**config.mk**
```make
export PLATFORM = sky130hd
export DESIGN_NAME = os3_uart_rx
export DESIGN_NICKNAME = d
export VERILOG_FILES = /design/src/rtl/os3_pkg.sv /design/src/rtl/os3_sync.sv /design/src/rtl/os3_tick.sv /design/src/rtl/os3_capture.sv /design/src/rtl/os3_pick.sv /design/src/rtl/os3_uart_rx.sv
export SDC_FILE = /design/constraint.sdc
export NUM_CORES = 1
export LEC_CHECK = 0
export ABC_AREA = 1
export BUFFER_PORTS_ARGS = -buffer_cell sky130_fd_sc_hd__buf_2
export CAP_MARGIN = 20
export CORE_MARGIN = 5
export CORE_UTILIZATION = 45
export CTS_CLUSTER_DIAMETER = 100
export DETAILED_ROUTE_END_ITERATION = 16
export PLACE_DENSITY = 0.65
export SLEW_MARGIN = 20
export SYNTH_ARGS = -nofsm -noshare
export SYNTH_HDL_FRONTEND = slang
export SYNTH_HIERARCHICAL = 1
export SYNTH_SLANG_ARGS = --single-unit
```
**constraint.sdc**
```tcl
create_clock -name clk -period 2.5 [get_ports clk]
set_input_delay 0.125 -clock clk [delete_from_list [all_inputs] [get_ports clk]]
set_output_delay 0.125 -clock clk [all_outputs]
set_load 0.02 [all_outputs]
```
**src/rtl/os3_pkg.sv**
```systemverilog
package os3_pkg;

  localparam int WSEL_W = 4;

  typedef enum logic [1:0] {
    ST_ARM  = 2'd0,
    ST_IDLE = 2'd1,
    ST_CAP  = 2'd2,
    ST_STOP = 2'd3
  } cap_state_e;

  function automatic logic [WSEL_W-1:0] clamp_width(input logic [WSEL_W-1:0] req,
                                                    input int lo, input int hi);
    if (int'(req) < lo)      return WSEL_W'(lo);
    else if (int'(req) > hi) return WSEL_W'(hi);
    else                     return req;
  endfunction

endpackage

```
**src/rtl/os3_sync.sv**
```systemverilog
module os3_sync #(
  parameter int STAGES = 2
) (
  input  logic clk,
  input  logic rst_n,
  input  logic async_in,
  output logic sync_out
);
  logic [STAGES-1:0] chain_q;

  always_ff @(posedge clk or negedge rst_n) begin
    if (!rst_n) chain_q <= '1;
    else        chain_q <= {chain_q[STAGES-2:0], async_in};
  end

  assign sync_out = chain_q[STAGES-1];
endmodule

```
**src/rtl/os3_tick.sv**
```systemverilog
module os3_tick #(
  parameter int DIV_W = 16
) (
  input  logic             clk,
  input  logic             rst_n,
  input  logic [DIV_W-1:0] reload,
  output logic             tick
);
  logic [DIV_W-1:0] half_cnt_q;
  logic             phase_q;
  logic             wrap;

  assign wrap = (half_cnt_q >= reload);
  assign tick = wrap & phase_q;

  always_ff @(posedge clk or negedge rst_n) begin
    if (!rst_n) begin
      half_cnt_q <= '0;
      phase_q    <= 1'b0;
    end else if (wrap) begin
      half_cnt_q <= '0;
      phase_q    <= ~phase_q;
    end else begin
      half_cnt_q <= half_cnt_q + 1'b1;
    end
  end

  // Ticks can never fall on adjacent cycles: each one needs two wraps.
  p_tick_gap_r1: assert property (@(posedge clk) disable iff (!rst_n)
    tick |=> !tick);
endmodule

```
**src/rtl/os3_capture.sv**
```systemverilog
module os3_capture
  import os3_pkg::*;
#(
  parameter int MIN_BITS = 5,
  parameter int MAX_BITS = 8
) (
  input  logic                             clk,
  input  logic                             rst_n,
  input  logic                             tick,
  input  logic                             line,
  input  logic [WSEL_W-1:0]                word_bits,
  output logic [3*(MAX_BITS+1)-1:0]        cap,
  output logic [WSEL_W-1:0]                wsel,
  output logic                             done,
  output logic                             stop_ok
);
  localparam int NMAX = 3 * (MAX_BITS + 1);
  localparam int CW   = $clog2(NMAX + 1);

  cap_state_e        st_q;
  logic [CW-1:0]     cnt_q;
  logic [CW-1:0]     n_last;
  logic [NMAX-1:0]   shreg_q;
  logic [WSEL_W-1:0] wlat_q;
  logic              done_q, stop_q;
  logic              last_sample;

  assign n_last      = CW'((3 * (int'(wlat_q) + 1)) - 1);
  assign last_sample = tick && (cnt_q == n_last);

  always_ff @(posedge clk or negedge rst_n) begin
    if (!rst_n) begin
      st_q    <= ST_ARM;
      cnt_q   <= '0;
      shreg_q <= '0;
      wlat_q  <= WSEL_W'(MAX_BITS);
      done_q  <= 1'b0;
      stop_q  <= 1'b0;
    end else begin
      done_q <= 1'b0;
      unique case (st_q)
        ST_ARM: if (tick && line) st_q <= ST_IDLE;
        ST_IDLE: if (tick && !line) begin
          st_q    <= ST_CAP;
          cnt_q   <= '0;
          shreg_q <= '0;
          wlat_q  <= clamp_width(word_bits, MIN_BITS, MAX_BITS);
        end
        ST_CAP: if (tick) begin
          shreg_q <= {shreg_q[NMAX-2:0], line};
          cnt_q   <= cnt_q + 1'b1;
          if (cnt_q == n_last) st_q <= ST_STOP;
        end
        ST_STOP: if (tick) begin
          stop_q <= line;
          done_q <= 1'b1;
          st_q   <= ST_ARM;
        end
        default: st_q <= ST_ARM;
      endcase
    end
  end

  assign cap     = shreg_q;
  assign wsel    = wlat_q;
  assign done    = done_q;
  assign stop_ok = stop_q;

  p_sync_start_r2: assert property (@(posedge clk) disable iff (!rst_n)
    (st_q == ST_IDLE && tick && !line) |=> (st_q == ST_CAP));
  p_cap_hold_r3: assert property (@(posedge clk) disable iff (!rst_n)
    (st_q == ST_CAP && !last_sample) |=> (st_q == ST_CAP));
  p_cap_end_r4: assert property (@(posedge clk) disable iff (!rst_n)
    (st_q == ST_CAP && last_sample) |=> (st_q == ST_STOP));
  p_done_src_r6: assert property (@(posedge clk) disable iff (!rst_n)
    done_q |-> ($past(st_q) == ST_STOP));
  p_arm_wait_r9: assert property (@(posedge clk) disable iff (!rst_n)
    (st_q == ST_ARM && !(tick && line)) |=> (st_q == ST_ARM));
endmodule

```
**src/rtl/os3_pick.sv**
```systemverilog
module os3_pick
  import os3_pkg::*;
#(
  parameter int MIN_BITS = 5,
  parameter int MAX_BITS = 8
) (
  input  logic [3*(MAX_BITS+1)-1:0] cap,
  input  logic [WSEL_W-1:0]         wsel,
  output logic [MAX_BITS-1:0]       word
);
  // Middle sample of each group; positions depend on the latched width.
  always_comb begin
    word = '0;
    for (int w = MIN_BITS; w <= MAX_BITS; w++) begin
      if (int'(wsel) == w) begin
        for (int k = 0; k < w; k++) word[k] = cap[3*(w-k)-1];
      end
    end
  end
endmodule

```
**src/rtl/os3_uart_rx.sv**
```systemverilog
module os3_uart_rx
  import os3_pkg::*;
#(
  parameter int DIV_W    = 16,
  parameter int MIN_BITS = 5,
  parameter int MAX_BITS = 8,
  parameter int SYNC_STG = 2
) (
  input  logic                clk,
  input  logic                rst_n,
  input  logic                rxd_in,
  input  logic [DIV_W-1:0]    div_reload,
  input  logic [WSEL_W-1:0]   word_bits,
  output logic [MAX_BITS-1:0] rx_word,
  output logic                rx_frame_err,
  output logic                rx_valid,
  input  logic                rx_ready
);
  localparam int NMAX = 3 * (MAX_BITS + 1);

  logic                line_s, tick;
  logic [NMAX-1:0]     cap;
  logic [WSEL_W-1:0]   wsel;
  logic                done, stop_ok;
  logic [MAX_BITS-1:0] picked;
  logic [MAX_BITS-1:0] word_q;
  logic                err_q, valid_q;

  os3_sync #(.STAGES(SYNC_STG)) u_sync (
    .clk(clk), .rst_n(rst_n), .async_in(rxd_in), .sync_out(line_s));

  os3_tick #(.DIV_W(DIV_W)) u_tick (
    .clk(clk), .rst_n(rst_n), .reload(div_reload), .tick(tick));

  os3_capture #(.MIN_BITS(MIN_BITS), .MAX_BITS(MAX_BITS)) u_cap (
    .clk(clk), .rst_n(rst_n), .tick(tick), .line(line_s),
    .word_bits(word_bits), .cap(cap), .wsel(wsel),
    .done(done), .stop_ok(stop_ok));

  os3_pick #(.MIN_BITS(MIN_BITS), .MAX_BITS(MAX_BITS)) u_pick (
    .cap(cap), .wsel(wsel), .word(picked));

  // Single holding slot: a completing frame is kept only if the slot is empty.
  always_ff @(posedge clk or negedge rst_n) begin
    if (!rst_n) begin
      valid_q <= 1'b0;
      word_q  <= '0;
      err_q   <= 1'b0;
    end else begin
      if (valid_q && rx_ready) valid_q <= 1'b0;
      if (done && !valid_q) begin
        valid_q <= 1'b1;
        word_q  <= picked;
        err_q   <= ~stop_ok;
      end
    end
  end

  assign rx_word      = word_q;
  assign rx_frame_err = err_q;
  assign rx_valid     = valid_q;

  p_hold_r7: assert property (@(posedge clk) disable iff (!rst_n)
    (valid_q && !rx_ready) |=> (valid_q && $stable(word_q) && $stable(err_q)));
  p_drop_r8: assert property (@(posedge clk) disable iff (!rst_n)
    (done && valid_q) |=> ($stable(word_q) && $stable(err_q)));
  p_reset_r10: assert property (@(posedge clk) disable iff (!rst_n)
    (!valid_q && !done) |=> !valid_q);
endmodule

```
==> impl_metrics.csv, run 1 <==
group,metric,value,unit
run_status,status,"finished, final reports clean",
routing,vias_per_cell,4.92,
power,ir_drop,397,uV
synthesis,yosysWarnings,6,
die,initial_utilization,0.459,
timing,post_layout_minimum_cycle_time,2.32,ns
global_route,global_route.overflow_total,0,
final_layout,finish.instance_area,4720,um2
routing,routed_antenna_nets,0,
global_route,grt_pass1_wl,13.5,mm
clock_network,tritoncts,"yes",
placement,place_hpwl,5.56,mm
critical_path,arrival_time_at_the_worst_endpoint,2.57,ns
die,die-area,10800,um2
global_route,grt_use_total,0.148,
critical_path,critical-path-top-delay-family,"compound AO/OA/AOI/OAI gates",
hold_path,worst_hold_startpoint,"word_bits[0]",
final_layout,area.growth.synth_to_final,19.2,%
routing,wirelength,7.58,mm
final_layout,diodes,0,
synthesis,synth_area,3960,um2
placement,post_dp_cell_area,4260,um2
critical_path,slowest_stage_delay_cp,0.40,ns
clock_network,htreeDepth,3,
power,p_per_area,1020,nW/um2
final_layout,final_net_count,579,
clock_network,numClockSinks,66,
timing,timing_hold_violations_final,0,
die,io-pin-count,34,
hold_path,hold_path_class,"in2reg",
final_layout,layout-drive-gt1-share,0.245,
timing,clock_skew,0.00871,ns
routing,initialDrtViolationCount,123,
critical_path,worstPathCellList,"ha_1, a21oi_1, o21ai_1, a21oi_4, a21oi_1, buf_4, buf_4, o21ai_4, inv_4, o22ai_1",
synthesis,syn_inst,469,
clock_network,cts_made_buffers,9,
routing,first_pass_iters,4,
hold_path,timing.hold.worst_path_depth,3,
critical_path,critical_path.reg2reg.startpoint,"u_tick/half_cnt_q[11]",
final_layout,multi_input_comb_area,2000,um2
critical_path,slowest_stage,"dfrtp_1",
final_layout,num-fill-cells,762,
timing,setup_viol,0,
critical_path,worstPathMaxFanout,24,
timing,max-slew-margin-rel,0.509,
routing,routed-via-count,3144,
critical_path,cp_data_required_time,2.75,ns
synthesis,mappedNetlistNets,522,
critical_path,worst-r2r-cell-count,10,
timing,tightestPinTransition,0.737,ns
critical_path,r2r_setup_slack,0.18,ns
placement,pre_cts_ws,-0.103,ns
clock_network,clock_latency,0.34,ns
critical_path,setup.worst_path.start_class,"register",
timing,fmaxAchievable,0.432,GHz
clock_network,buffer_cell_driving_the_clock_tree_root,"clkbuf_8",
timing,final-max-slew-violation-count,0,
critical_path,critPathCaptureType,"register",
die,fp-row-count,34,
placement,portBuffers,33,
routing,wire_per_inst,11.9,um
timing,timing.final.ws_setup,0.185,ns
clock_network,clk_pin_slew_worst_paths,0.08,ns
global_route,antenna_found_initial,0,
clock_network,buffer_depth_of_the_longest_clock_path,2,
final_layout,regArea,1660,um2
global_route,grt_start_max_net_pins,35,
power,leakagePower,2.40,nW
critical_path,worstPathBufferInverterCount,3,
die,core-area,8640,um2
timing,fin_crit_sh,0.926,
routing,detail_route.drc_violations,0,
critical_path,regToRegEndpoint,"u_cap/cap[11]",
synthesis,post_synth.cell_area_avg,8.44,um2
die,fp.dieH,104,um
global_route,grt_pass1_vias,3034,
die,die_w,104,um
placement,gpl.final_weighted_congestion,0.825,
hold_path,min_delay_worst_endpoint,"u_cap/wsel[0]",
run,max_cap_viol_count,0,
critical_path,criticalPathCategory,"reg2reg",
worst min-delay path, cell delays in order:
cell and delay [ns]:
buf_2 0.07, o21ai_0 0.07, o21ai_0 0.07
worst max path at each step:
stage	depth (start not counted)	end	slack, ns	start
4_1_cts	15	u_cap/cap[21]	0.04	u_tick/half_cnt_q[2]
6_report	10	u_cap/cap[11]	0.18	u_tick/half_cnt_q[11]
3_5_place_dp	17	u_cap/st_q[1]	-0.10	u_cap/wsel[0]
3_3_place_gp	17	u_cap/st_q[0]	0.11	u_cap/wsel[0]
5_1_grt	17	u_cap/st_q[1]	-0.02	u_cap/wsel[0]
2_1_floorplan	16	u_cap/st_q[0]	0.13	u_cap/wsel[0]
repair_timing:
item / CTS / global route
buffers inserted: 3 / 8
setup endpoints to repair: 2 / 28
gates resized for setup: 1 / 19
hold endpoints to repair: 32 / 0
hold buffers: 3 / 0
layout by cell type, fill, tap and decap left out, types with 10 or more instances in the layout:
cell type and n:
nand2_2 11, nand3_1 51, dfrtp_1 61, nand2_1 83, o22ai_1 25, a21oi_1 10, xor2_1 13, buf_4 19
buf_2 33, ha_1 25, inv_1 77, nor2_1 23, nor2_2 14
power by group:
group          leakage, nW  total (W)  switching, W  internal (W)
combinational         1.41    0.00206       0.00118      0.000879
clock                0.121    0.00111      0.000438      0.000673
sequential           0.865    0.00162      0.000259       0.00136
total                 2.40    0.00480       0.00188       0.00292
layer usage:
layer,routed length (um),GRT usage,part of all wire,vias up
met4,62,0.0370,0.0082,0
met3,204,0.0386,0.027,6
li1,-,-,-,1632
met5,0,0,0,-
met1,3660,0.191,0.48,1462
met2,3650,0.246,0.48,44
state kept, by name, indices dropped and copies added (netlist names), 2 cells and up:
name,cells
u_cap/cap,24
u_tick/half_cnt_q,16
rx_word,8
u_cap/cnt_q,5
u_cap/wsel,4
u_cap/st_q,2
u_sync/chain_q,2
metrics by stage:
stage	TNS [ns]	hold slack, ns	power, W	instances	utilization
2_1_floorplan	0	-0.171	0.00303	469	-
5_1_grt	-0.0200	0.0219	0.00520	639	0.547
6_report	0	0.0341	0.00480	639	0.547
3_5_place_dp	-0.195	0.233	0.00341	609	0.493
3_3_place_gp	0	0.238	0.00333	609	0.493
4_1_cts	0	0.0214	0.00457	631	0.528
layout make-up:
type / count / area share
repair buffers: 56 / 0.0758
flip-flops and latches: 66 / 0.351
well taps: 108 / 0.0286
clock buffers: 9 / 0.0262
clock inverters: 7 / 0.0262
inverters: 83 / 0.0671
multi-input cells: 310 / 0.425
Power figures use the tool's default switching activity.
==> run 2, diff against run 1 <==
--- a/config.mk
+++ b/config.mk
@@ -8,7 +8,7 @@
 export ABC_AREA = 1
 export BUFFER_PORTS_ARGS = -buffer_cell sky130_fd_sc_hd__buf_2
 export CAP_MARGIN = 20
-export CORE_MARGIN = 5
+export CORE_MARGIN = 2
 export CORE_UTILIZATION = 45
 export CTS_CLUSTER_DIAMETER = 100
 export DETAILED_ROUTE_END_ITERATION = 16
@@ -16,5 +16,4 @@
 export SLEW_MARGIN = 20
 export SYNTH_ARGS = -nofsm -noshare
 export SYNTH_HDL_FRONTEND = slang
-export SYNTH_HIERARCHICAL = 1
 export SYNTH_SLANG_ARGS = --single-unit
==> run 2 against run 1 <==
Against the previous run: the run now ends with setup timing left; register-to-register slack lost 0.37 ns; area after synthesis decreased by 3.0%; clock power is 16% lower; critical path depth up 8; clock skew rose by 0.0021 ns; hold slack gained 0.0045 ns; first-iteration DRC count increased by 32%; non-clock buffer count fell by 1; final area down 3.6%; critical path type unchanged.
==> impl_metrics.csv, run 2 <==
group,metric,value,unit
die,io-pin-count,34,
routing,first_pass_iters,5,
synthesis,synthFlopType,"dfrtp_1",
critical_path,cp_data_required_time,2.74,ns
critical_path,setup.worst_path.start_class,"register",
synthesis,postSynthRegisterBits,66,
timing,clock_skew,0.0109,ns
timing,timing.final.ws_setup,-0.190,ns
final_layout,leading_cell_type_in_the_layout_fill_and_taps_excluded,"nand2_1",
run_status,failed_checks,"setup timing",
timing,rsz0062_at_grt,"true",
timing,max-slew-margin-rel,0.638,
synthesis,synth_area_in_compound_gates,0.111,
synthesis,synth_top_cell_by_area,"dfrtp_1",
final_layout,final_cell_mix,"nand2_1, dfrtp_1, inv_1",
clock_network,numClockSinks,66,
global_route,grt_use_total,0.182,
synthesis,post-synth-top-count-cell,"nand2_1",
global_route,grt_pass1_vias,2944,
power,leakagePower,2.26,nW
final_layout,diodes,0,
synthesis,yosysSeqAreaShare,0.431,
synthesis,synth_top_area_frac,0.411,
synthesis,synth_enable_flop_cells,0,
routing,routed-via-count,3131,
final_layout,finish.instance_area,4550,um2
clock_network,clock_latency,0.35,ns
die,core-area,8260,um2
synthesis,mappedNetlistNets,531,
global_route,antenna_found_initial,0,
placement,portBuffers,33,
routing,routed_antenna_nets,0,
synthesis,synth.area.mux_share,0,
synthesis,synth.area.top_cells,"dfrtp_1, nand2_1, ha_1, inv_1, nand3_1",
global_route,grt_start_max_net_pins,59,
die,fp-row-count,33,
clock_network,htreeDepth,3,
clock_network,tritoncts,"yes",
placement,pre_cts_ws,-0.285,ns
die,fp.dieH,96.4,um
timing,setup_viol,2,
critical_path,worstPathMaxFanout,5,
timing,tightestPinTransition,0.539,ns
global_route,global_route.overflow_total,0,
synthesis,post_synth.cell_area_avg,8.05,um2
routing,wirelength,7.62,mm
critical_path,arrival_time_at_the_worst_endpoint,2.93,ns
power,ir_drop,660,uV
critical_path,critPathCaptureType,"register",
placement,place_hpwl,5.59,mm
synthesis,synth_area,3840,um2
placement,post_dp_cell_area,4230,um2
routing,detail_route.drc_violations,0,
final_layout,regArea,1660,um2
timing,post_layout_minimum_cycle_time,2.69,ns
die,initial_utilization,0.465,
synthesis,syn_inst,477,
final_layout,multi_input_comb_area,1970,um2
timing,fin_crit_sh,1.08,
timing,final-max-slew-violation-count,0,
run_status,status,"finished, violations left",
synthesis,combinational_family_with_the_most_area_after_synthesis,"simple AND/OR/NAND/NOR gates",
run,max_cap_viol_count,0,
final_layout,largest_register_ff_count,24,
routing,wire_per_inst,11.9,um
placement,gpl.final_weighted_congestion,0.785,
critical_path,criticalPathCategory,"reg2reg",
clock_network,cts_made_buffers,9,
final_layout,layout-drive-gt1-share,0.204,
clock_network,clk_pin_slew_worst_paths,0.08,ns
synthesis,synth_cell_type_count,35,
global_route,grt_pass1_wl,13.2,mm
final_layout,final_net_count,584,
timing,fmaxAchievable,0.372,GHz
synthesis,xor_xnor_cell_area_share_of_the_yosys_netlist,0.0319,
clock_network,buffer_depth_of_the_longest_clock_path,2,
synthesis,fraction_of_the_mapped_netlist_area_in_simple_logic_gates,0.246,
power,p_per_area,1140,nW/um2
routing,initialDrtViolationCount,162,
routing,vias_per_cell,4.89,
die,die_w,96.4,um
timing,timing_hold_violations_final,0,
synthesis,async_flop_share,1.00,
final_layout,num-fill-cells,785,
synthesis,most_frequent_cells_after_synthesis,"nand2_1, dfrtp_1, inv_1",
synthesis,yosysWarnings,0,
die,die-area,9290,um2
clock_network,buffer_cell_driving_the_clock_tree_root,"clkbuf_8",
synthesis,synth-adder-area-share,0.102,
final_layout,area.growth.synth_to_final,18.5,%
hold_path,hold_path_class,"in2reg",
==> run 2: cell families (layout without fill, tap and decap cells) <==
kind of cell,after synthesis,count (layout)
AO/OA/AOI/OAI,78,78
XOR/XNOR,14,14
adder cells (fa/ha/maj),30,30
buffers and inverters,73,131
flip-flops,66,66
AND/OR/NAND/NOR,216,216
==> run 2: final timing paths <==
kind                              startpoint                end  slack [ns]  depth (start not counted)
min reg2reg                u_sync.chain_q[0]  u_sync.chain_q[1]        0.36                          0
min                             word_bits[2]      u_cap.wsel[1]        0.04                          3
min in group asynchronous              rst_n      u_cap.cap[20]        0.23                          2
max in group asynchronous              rst_n  u_sync.chain_q[1]        1.49                          3
max                            u_cap.wsel[0]      u_cap.st_q[1]       -0.19                         18
max reg2reg                    u_cap.wsel[0]      u_cap.st_q[1]       -0.19                         18
==> run 2: report_power, final <==
part | internal [W] | switching (W) | leakage [nW]
Sequential | 0.00127 | 0.000201 | 0.872
Clock | 0.000477 | 0.000459 | 0.0988
Combinational | 0.00125 | 0.00154 | 1.29
==> run 2: repair_timing <==
action | 4_1_cts | 5_1_grt
gates resized for setup | 5 | 6
pin swaps | 4 | 8
endpoints found under the setup margin | 2 | 2
endpoints found under the hold margin | 17 | 0
setup buffers | 4 | 0
hold buffers | 3 | 0
==> run 2: metrics by stage <==
stage	TNS, ns	utilization	hold slack [ns]	total power [W]	instances
finish	-0.370	0.551	0.0386	0.00521	640
global route	-0.699	0.551	0.0695	0.00566	640
CTS	-0.384	0.548	0.0313	0.00507	640
detailed placement	-0.566	0.512	0.0724	0.00396	617
global placement	-0.283	0.512	0.0599	0.00387	617
floorplan	-0.111	-	-0.171	0.00342	477
==> run 2: critical path: stages, from the launching register on <==
cell     delay (ns)
dfrtp_2        0.48
ha_4           0.21
xor2_4         0.17
fa_1           0.50
inv_2          0.05
ha_4           0.28
nand3_2        0.07
nand3_2        0.09
inv_1          0.04
nand2_1        0.05
nand2_1        0.06
nand2_1        0.05
nand3_1        0.07
nand2_1        0.06
inv_1          0.04
a21oi_2        0.15
nand2_1        0.10
nand2_1        0.07
nand2_1        0.04
==> run 2: layout make-up <==
class                   instances  area share
inverters                      60      0.0501
flip-flops and latches         66       0.365
clock buffers                   9      0.0272
clock inverters                 7      0.0182
well taps                     105      0.0289
repair buffers                 55      0.0770
multi-input cells             338       0.434
==> run 2: layer usage <==
| layer | global-route usage | up-vias | part of all wire |
|---|---|---|---|
| li1 | - | 1644 | - |
| met3 | 0.0396 | 11 | 0.022 |
| met2 | 0.285 | 28 | 0.46 |
| met5 | 0 | - | 0 |
| met4 | 0.0634 | 0 | 0.015 |
| met1 | 0.249 | 1448 | 0.50 |
